--- src/rtl/sat_acc40_pkg.sv ---
package sat_acc40_pkg;
  // bit 0 = n ... bit 5 = sl
  typedef struct packed {
    logic sl;
    logic e;
    logic sv;
    logic c;
    logic z;
    logic n;
  } flags_t;
endpackage

--- src/rtl/sat_acc40_operand.sv ---
module sat_acc40_operand #(
  parameter int WORD_W = 16,
  parameter int ACC_W  = 40
) (
  input  logic [WORD_W-1:0] lo_i,
  input  logic [WORD_W-1:0] hi_i,
  input  logic              dbl_i,
  output logic [ACC_W-1:0]  op_o
);
  localparam int OP_W  = 2 * WORD_W;
  localparam int EXT_W = ACC_W - OP_W;

  logic [OP_W-1:0]  word;
  logic [ACC_W-1:0] ext;

  assign word = {hi_i, lo_i};

  generate
    if (EXT_W > 0) begin : g_ext
      assign ext = {{EXT_W{word[OP_W-1]}}, word};
    end else begin : g_noext
      assign ext = word[ACC_W-1:0];
    end
  endgenerate

  assign op_o = dbl_i ? {ext[ACC_W-2:0], 1'b0} : ext;
endmodule

--- src/rtl/sat_acc40_adder.sv ---
module sat_acc40_adder #(
  parameter int ACC_W = 40,
  parameter int SAT_W = 32
) (
  input  logic [ACC_W-1:0] acc_i,
  input  logic [ACC_W-1:0] op_i,
  input  logic             sat_en_i,
  output logic [ACC_W-1:0] res_o,
  output logic             carry_o,
  output logic             ovf_o,
  output logic             sat_o
);
  localparam int TOP_W = ACC_W - SAT_W + 2;  // bits of exact sum above the 32-bit sign
  localparam logic [ACC_W-1:0] POS_LIM = {{(ACC_W-SAT_W+1){1'b0}}, {(SAT_W-1){1'b1}}};
  localparam logic [ACC_W-1:0] NEG_LIM = {{(ACC_W-SAT_W+1){1'b1}}, {(SAT_W-1){1'b0}}};

  logic [ACC_W:0]   usum;
  logic [ACC_W:0]   xsum;  // exact signed sum
  logic [TOP_W-1:0] top;
  logic             out_rng;

  assign usum    = {1'b0, acc_i} + {1'b0, op_i};
  assign xsum    = {acc_i[ACC_W-1], acc_i} + {op_i[ACC_W-1], op_i};
  assign carry_o = usum[ACC_W];
  assign ovf_o   = xsum[ACC_W] ^ xsum[ACC_W-1];
  assign top     = xsum[ACC_W:SAT_W-1];
  assign out_rng = ~((&top) | ~(|top));
  assign sat_o   = sat_en_i & out_rng;

  always_comb begin
    if (sat_o) res_o = xsum[ACC_W] ? NEG_LIM : POS_LIM;
    else       res_o = xsum[ACC_W-1:0];
  end
endmodule

--- src/rtl/sat_acc40_status.sv ---
module sat_acc40_status
  import sat_acc40_pkg::*;
#(
  parameter int ACC_W = 40,
  parameter int SAT_W = 32
) (
  input  logic             clk_i,
  input  logic             rst_ni,
  input  logic             upd_i,
  input  logic             clr_i,
  input  logic [ACC_W-1:0] res_i,
  input  logic             carry_i,
  input  logic             ovf_i,
  input  logic             sat_i,
  output flags_t           flags_o
);
  localparam int GRD_W = ACC_W - SAT_W + 1;

  flags_t q, d;
  logic [GRD_W-1:0] grd;

  assign grd = res_i[ACC_W-1:SAT_W-1];

  always_comb begin
    d = q;
    if (clr_i) begin
      d.sv = 1'b0;
      d.sl = 1'b0;
    end
    if (upd_i) begin
      d.n  = res_i[ACC_W-1];
      d.z  = ~|res_i;
      d.c  = carry_i;
      d.e  = ~((&grd) | ~(|grd));
      d.sv = d.sv | ovf_i;
      d.sl = d.sl | sat_i;
    end
  end

  always_ff @(posedge clk_i or negedge rst_ni) begin
    if (!rst_ni) q <= '0;
    else         q <= d;
  end

  assign flags_o = q;

  AST_SV_STICKY: assert property (@(posedge clk_i) disable iff (!rst_ni)
    (!clr_i && !upd_i) |=> $stable(q.sv));
  AST_SL_STICKY: assert property (@(posedge clk_i) disable iff (!rst_ni)
    (!clr_i && !upd_i) |=> $stable(q.sl));
  AST_STICKY_CLR: assert property (@(posedge clk_i) disable iff (!rst_ni)
    (clr_i && !upd_i) |=> (!q.sv && !q.sl));
  AST_SV_SET: assert property (@(posedge clk_i) disable iff (!rst_ni)
    (upd_i && ovf_i) |=> q.sv);
endmodule

--- src/rtl/sat_acc40.sv ---
module sat_acc40
  import sat_acc40_pkg::*;
#(
  parameter int WORD_W = 16,
  parameter int ACC_W  = 40,
  parameter int SAT_W  = 32
) (
  input  logic              clk_i,
  input  logic              rst_ni,
  input  logic              valid_i,
  input  logic              dbl_i,
  input  logic              sat_en_i,
  input  logic [WORD_W-1:0] op_lo_i,
  input  logic [WORD_W-1:0] op_hi_i,
  input  logic              load_i,
  input  logic [ACC_W-1:0]  load_val_i,
  input  logic              clr_sticky_i,
  output logic [ACC_W-1:0]  acc_o,
  output logic [5:0]        flags_o
);
  localparam int GRD_W = ACC_W - SAT_W + 1;

  logic [ACC_W-1:0] acc_q, op, res;
  logic             carry, ovf, sat, upd;
  flags_t           flags;

  assign upd = valid_i & ~load_i;

  sat_acc40_operand #(.WORD_W(WORD_W), .ACC_W(ACC_W)) i_operand (
    .lo_i (op_lo_i),
    .hi_i (op_hi_i),
    .dbl_i(dbl_i),
    .op_o (op)
  );

  sat_acc40_adder #(.ACC_W(ACC_W), .SAT_W(SAT_W)) i_adder (
    .acc_i   (acc_q),
    .op_i    (op),
    .sat_en_i(sat_en_i),
    .res_o   (res),
    .carry_o (carry),
    .ovf_o   (ovf),
    .sat_o   (sat)
  );

  sat_acc40_status #(.ACC_W(ACC_W), .SAT_W(SAT_W)) i_status (
    .clk_i  (clk_i),
    .rst_ni (rst_ni),
    .upd_i  (upd),
    .clr_i  (clr_sticky_i),
    .res_i  (res),
    .carry_i(carry),
    .ovf_i  (ovf),
    .sat_i  (sat),
    .flags_o(flags)
  );

  always_ff @(posedge clk_i or negedge rst_ni) begin
    if (!rst_ni)     acc_q <= '0;
    else if (load_i) acc_q <= load_val_i;
    else if (valid_i) acc_q <= res;
  end

  assign acc_o   = acc_q;
  assign flags_o = flags;

  AST_IDLE_HOLD: assert property (@(posedge clk_i) disable iff (!rst_ni)
    (!valid_i && !load_i) |=> $stable(acc_o));
  AST_LOAD_WINS: assert property (@(posedge clk_i) disable iff (!rst_ni)
    load_i |=> (acc_o == $past(load_val_i)));
  AST_SAT_RANGE: assert property (@(posedge clk_i) disable iff (!rst_ni)
    (upd && sat_en_i) |=> ((&acc_o[ACC_W-1:SAT_W-1]) || !(|acc_o[ACC_W-1:SAT_W-1])));
  AST_ZERO_FLAG: assert property (@(posedge clk_i) disable iff (!rst_ni)
    upd |=> (flags_o[1] == (acc_o == '0)));
  AST_EXT_FLAG: assert property (@(posedge clk_i) disable iff (!rst_ni)
    upd |=> (flags_o[4] == !((&acc_o[ACC_W-1:ACC_W-GRD_W]) || !(|acc_o[ACC_W-1:ACC_W-GRD_W]))));
  AST_SIGN_FLAG: assert property (@(posedge clk_i) disable iff (!rst_ni)
    upd |=> (flags_o[0] == acc_o[ACC_W-1]));
endmodule

--- config.mk ---
export PLATFORM = sky130hd
export DESIGN_NAME = sat_acc40
export DESIGN_NICKNAME = d
export VERILOG_FILES = /design/src/rtl/sat_acc40_pkg.sv /design/src/rtl/sat_acc40_operand.sv /design/src/rtl/sat_acc40_adder.sv /design/src/rtl/sat_acc40_status.sv /design/src/rtl/sat_acc40.sv
export SDC_FILE = /design/constraint.sdc
export NUM_CORES = 1
export LEC_CHECK = 0
export ABC_AREA = 1
export CORE_ASPECT_RATIO = 1.1
export CORE_MARGIN = 1.5
export CORE_UTILIZATION = 50
export CTS_CLUSTER_SIZE = 28
export DETAILED_ROUTE_END_ITERATION = 10
export DONT_BUFFER_PORTS = 1
export GPL_ROUTABILITY_DRIVEN = 0
export PLACE_DENSITY_LB_ADDON = 0.3
export REMOVE_ABC_BUFFERS = 1
export SETUP_SLACK_MARGIN = 0.5
export SYNTH_ARGS = -nofsm -noshare
export SYNTH_HDL_FRONTEND = slang
export SYNTH_SLANG_ARGS = --single-unit
--- constraint.sdc ---
create_clock -name clk_i -period 5.24 [get_ports clk_i]
set_input_delay 1.572 -clock clk_i [delete_from_list [all_inputs] [get_ports clk_i]]
set_output_delay 1.572 -clock clk_i [all_outputs]
set_load 0.05 [all_outputs]
==> qor_table.md <==
| Metric | This run |
| --- | --- |
| Area fraction in compound gates after synthesis | 16.6% |
| Most common flop cell mapped by yosys | dfrtp_1 |
| Xor and xnor fraction of the mapped netlist area | 4.74% |
| Die W | 107 µm |
| Yosys warns | 0 |
| Main combinational cell family by area after synthesis | simple AND/OR/NAND/NOR gates |
| Max transition margin | 56.3% |
| Gate count after technology mapping | 1045 |
| Remaining Overflow, GRT | 0 |
| Kind of path behind the tightest hold check | register to register |
| Most repeated cell in the gate-level netlist after synthesis | nand2_1 |
| TritonCTS sink count | 46 |
| Hold WS | 0.803 ns |
| Clock-pin transition on the worst setup and hold timing paths | 0.07 ns |
| Max Clock Skew | 0.00697 ns |
| Row count | 41 |
| CTS tree | yes |
| Pleak | 0.00374 µW |
| Aggregate global-route resource usage | 27.9% |
| Global-route wire length before repair | 28.2 mm |
| Data required time of the worst path | 5.44 ns |
| FFs w/ async S/R, synth | 100% |
| Power per cell area | 397 nW/µm² |
| Crit. End Element | register |
| Arrival time reported for the critical path endpoint | 4.85 ns |
| Pin count of the biggest net entering global routing | 69 |
| Number of remaining DRC errors | 0 |
| Average wire per standard cell | 15.7 µm |
| CP top delay family | simple AND/OR/NAND/NOR gates |
| Largest area contributor in the netlist | nand2_1 |
| RSZ-0062 raised after global routing | no |
| DRC marker count from the first detailed-route iteration | 728 |
| Number of CTS-inserted buffers | 5 |
| Synth top cells by count | 402 x nand2_1, 135 x inv_1, 100 x a21oi_1 |
| Total negative setup slack | 0 ns |
| Die area | 12500 µm² |
| Sequential fraction of the synthesis area | 19.5% |
| Transition time of the tightest slew-check pin | 0.655 ns |
| Die span in y | 117 µm |
| Via-to-Cell Ratio | 5.67 |
| Count of antenna-violating nets left after detailed routing | 0 |
| Hold-fix buffer count after cts | 0 |
| Yosys cell types | 35 |
| Setup violation total in the final timing report | 0 |
| Number of buffers and inverters on the critical path | 3 |
| Antenna violations before repair | 0 |
| Number of synthesized flops with an enable pin | 0 |
| Via count | 6968 |
| Post-synthesis share of cell area spent on and, or, nand and nor gates | 38.5% |
| Final nets | 1200 |
| Initial Util | 51.4% |
| Root buf cell | clkbuf_16 |
| Post-synthesis adder-cell area fraction | 9.23% |
| Worst path slowest cell | ha_2 |
| Total half-perimeter wirelength after legalization and detailed placement | 13.7 mm |
| Final total power | 2810 µW |
| Number of global-route vias before repair | 5986 |
| Core region area | 11500 µm² |
| Critical path startpoint category | input port |
| Final Max Tran Viols | 0 |
| Clk_lat worst skew | 0.30 ns |
| Top cells by area, synth | nand2_1 26%, dfrtp_1 19%, ha_1 8.9%, inv_1 8.6%, a21oi_1 8.5% |
| Share of the synthesized area in the top cell type | 25.5% |
| Crit path top cell by count | nand2_1 |
| Reg2Reg Depth | 27 |
| Delay of the slowest cell on the worst path | 0.38 ns |
| Logic depth of the worst setup path including buffers | 27 |
| Mapped Area | 5910 µm² |
| VDD IR-drop max | 161 µV |
| Mean post-synth cell area | 5.65 µm² |
| Time the worst path needs with I/O delays and setup | 4.65 ns |
| Buffers added on ports | 0 |
| Crit Path Max Fanout | 63 |
| Multiplexer share of the synthesized area | 0% |
| Final worst-path cycle share | 88.8% |
| Antenna cell count | 0 |
| Area growth from synthesis to final layout | 19.9% |
| Number of I/O pins | 125 |
| Max Cap Violations | 0 |
| Critical Setup Path Class | input port to register |
| Total wire length after detailed routing | 19.3 mm |
| Hold Crit Depth | 2 |
| Run status | finished, final reports clean |
| Layout cell share with drive strength beyond 1 | 15.7% |
| Highest attainable clock frequency | 215 MHz |
| H-tree depth reported by CTS | 2 |
| Final-report hold violation count | 0 |
| Post-synthesis register bit count | 46 |
| Max Buffers Root-to-Sink | 2 |
| Initial DRT Pass Iterations | 8 |
## layout make-up
class | instances | area (µm²)
fill | 1081 | 4410
timing repair buffer | 58 | 607
inverter | 138 | 518
clock buffer | 5 | 125
tap | 150 | 188
sequential | 46 | 1150
clock inverter | 3 | 47.5
multi-input combinational | 829 | 4450
## what timing repair did
item                       in CTS  in global routing
buffers inserted                0                 35
resized for setup               1                115
cloned                          0                  4
setup endpoints to repair       2                 36
pin swaps                       0                 65
## kinds of logic after synthesis
logic type,after synthesis
buf+inv,170
xor+xnor,32
compound gates,187
fa+ha+maj,43
simple gates,567
flops,46
## layout by cell type (no fill, tap or decap), drive strengths merged, types with 6 or more instances in the layout
cell type,instances
a21oi,101
a31oi,9
xor2,20
o21bai,6
nor2,91
clkbuf,9
nand3,56
xnor2,12
inv,139
nor3,8
buf,54
nand2,402
ha,42
dfrtp,46
o21ai,65
## metal layers
layer  wire, µm  up-vias  track usage [%]
met2       9020      382             46.8
met5          0        -                0
li1           -     3377                -
met4        648        0             9.42
met3       1730       60             6.09
met1       7920     3149             35.7
## power by group
group	internal, µW	switching [µW]	total, µW
combinational	640	1030	1670
clock	229	163	392
sequential	420	332	752
total	1290	1520	2810
## flip-flops by register name (all words and copies together) (netlist names)
register          count
acc_o                40
i_status.flags_o      6
## worst register-to-register path, stage by stage (launching register included)
cell and delay (ns):
dfrtp_1 0.68, ha_2 0.29, inv_1 0.06, fa_2 0.39, inv_2 0.08, nand2_1 0.04, nand2_1 0.07, and2_4 0.16
nand2_2 0.06, nand3_4 0.11, nand2_4 0.07, nand2_4 0.09, a21oi_4 0.08, xor2_2 0.27, ha_4 0.17, nand3_2 0.07
nor2_2 0.09, nand3_2 0.13, nand3_4 0.23, buf_12 0.16, buf_12 0.10, o21ai_0 0.11, nand2_1 0.11, nor2_2 0.05
nand2_1 0.07, nor2_1 0.04, nand2_1 0.05, nand2_1 0.05
## metrics by stage
| step | setup slack, ns | cells | util [%] | area (µm²) |
|---|---|---|---|---|
| after detailed placement | 0.133 | 1182 | 53.3 | 6130 |
| after CTS | 0.541 | 1190 | 54.9 | 6310 |
| after floorplan | 0.288 | 1013 | - | 5750 |
| after global placement | 0.242 | 1182 | 53.3 | 6130 |
| final | 0.587 | 1229 | 61.6 | 7080 |
| after global routing | 0.312 | 1229 | 61.6 | 7080 |
## worst paths after layout
path	startpoint	end	slack [ns]
setup / recovery	dbl_i	i_status.flags_o[1]	0.59
hold / removal	i_status.flags_o[3]	i_status.flags_o[3]	0.80
setup reg to reg	acc_o[0]	i_status.flags_o[1]	1.26
hold reg to reg	i_status.flags_o[3]	i_status.flags_o[3]	0.80
max in group asynchronous	rst_ni	acc_o[26]	4.17
min in group asynchronous	rst_ni	acc_o[1]	0.96
(Power assumes the default switching activity.)
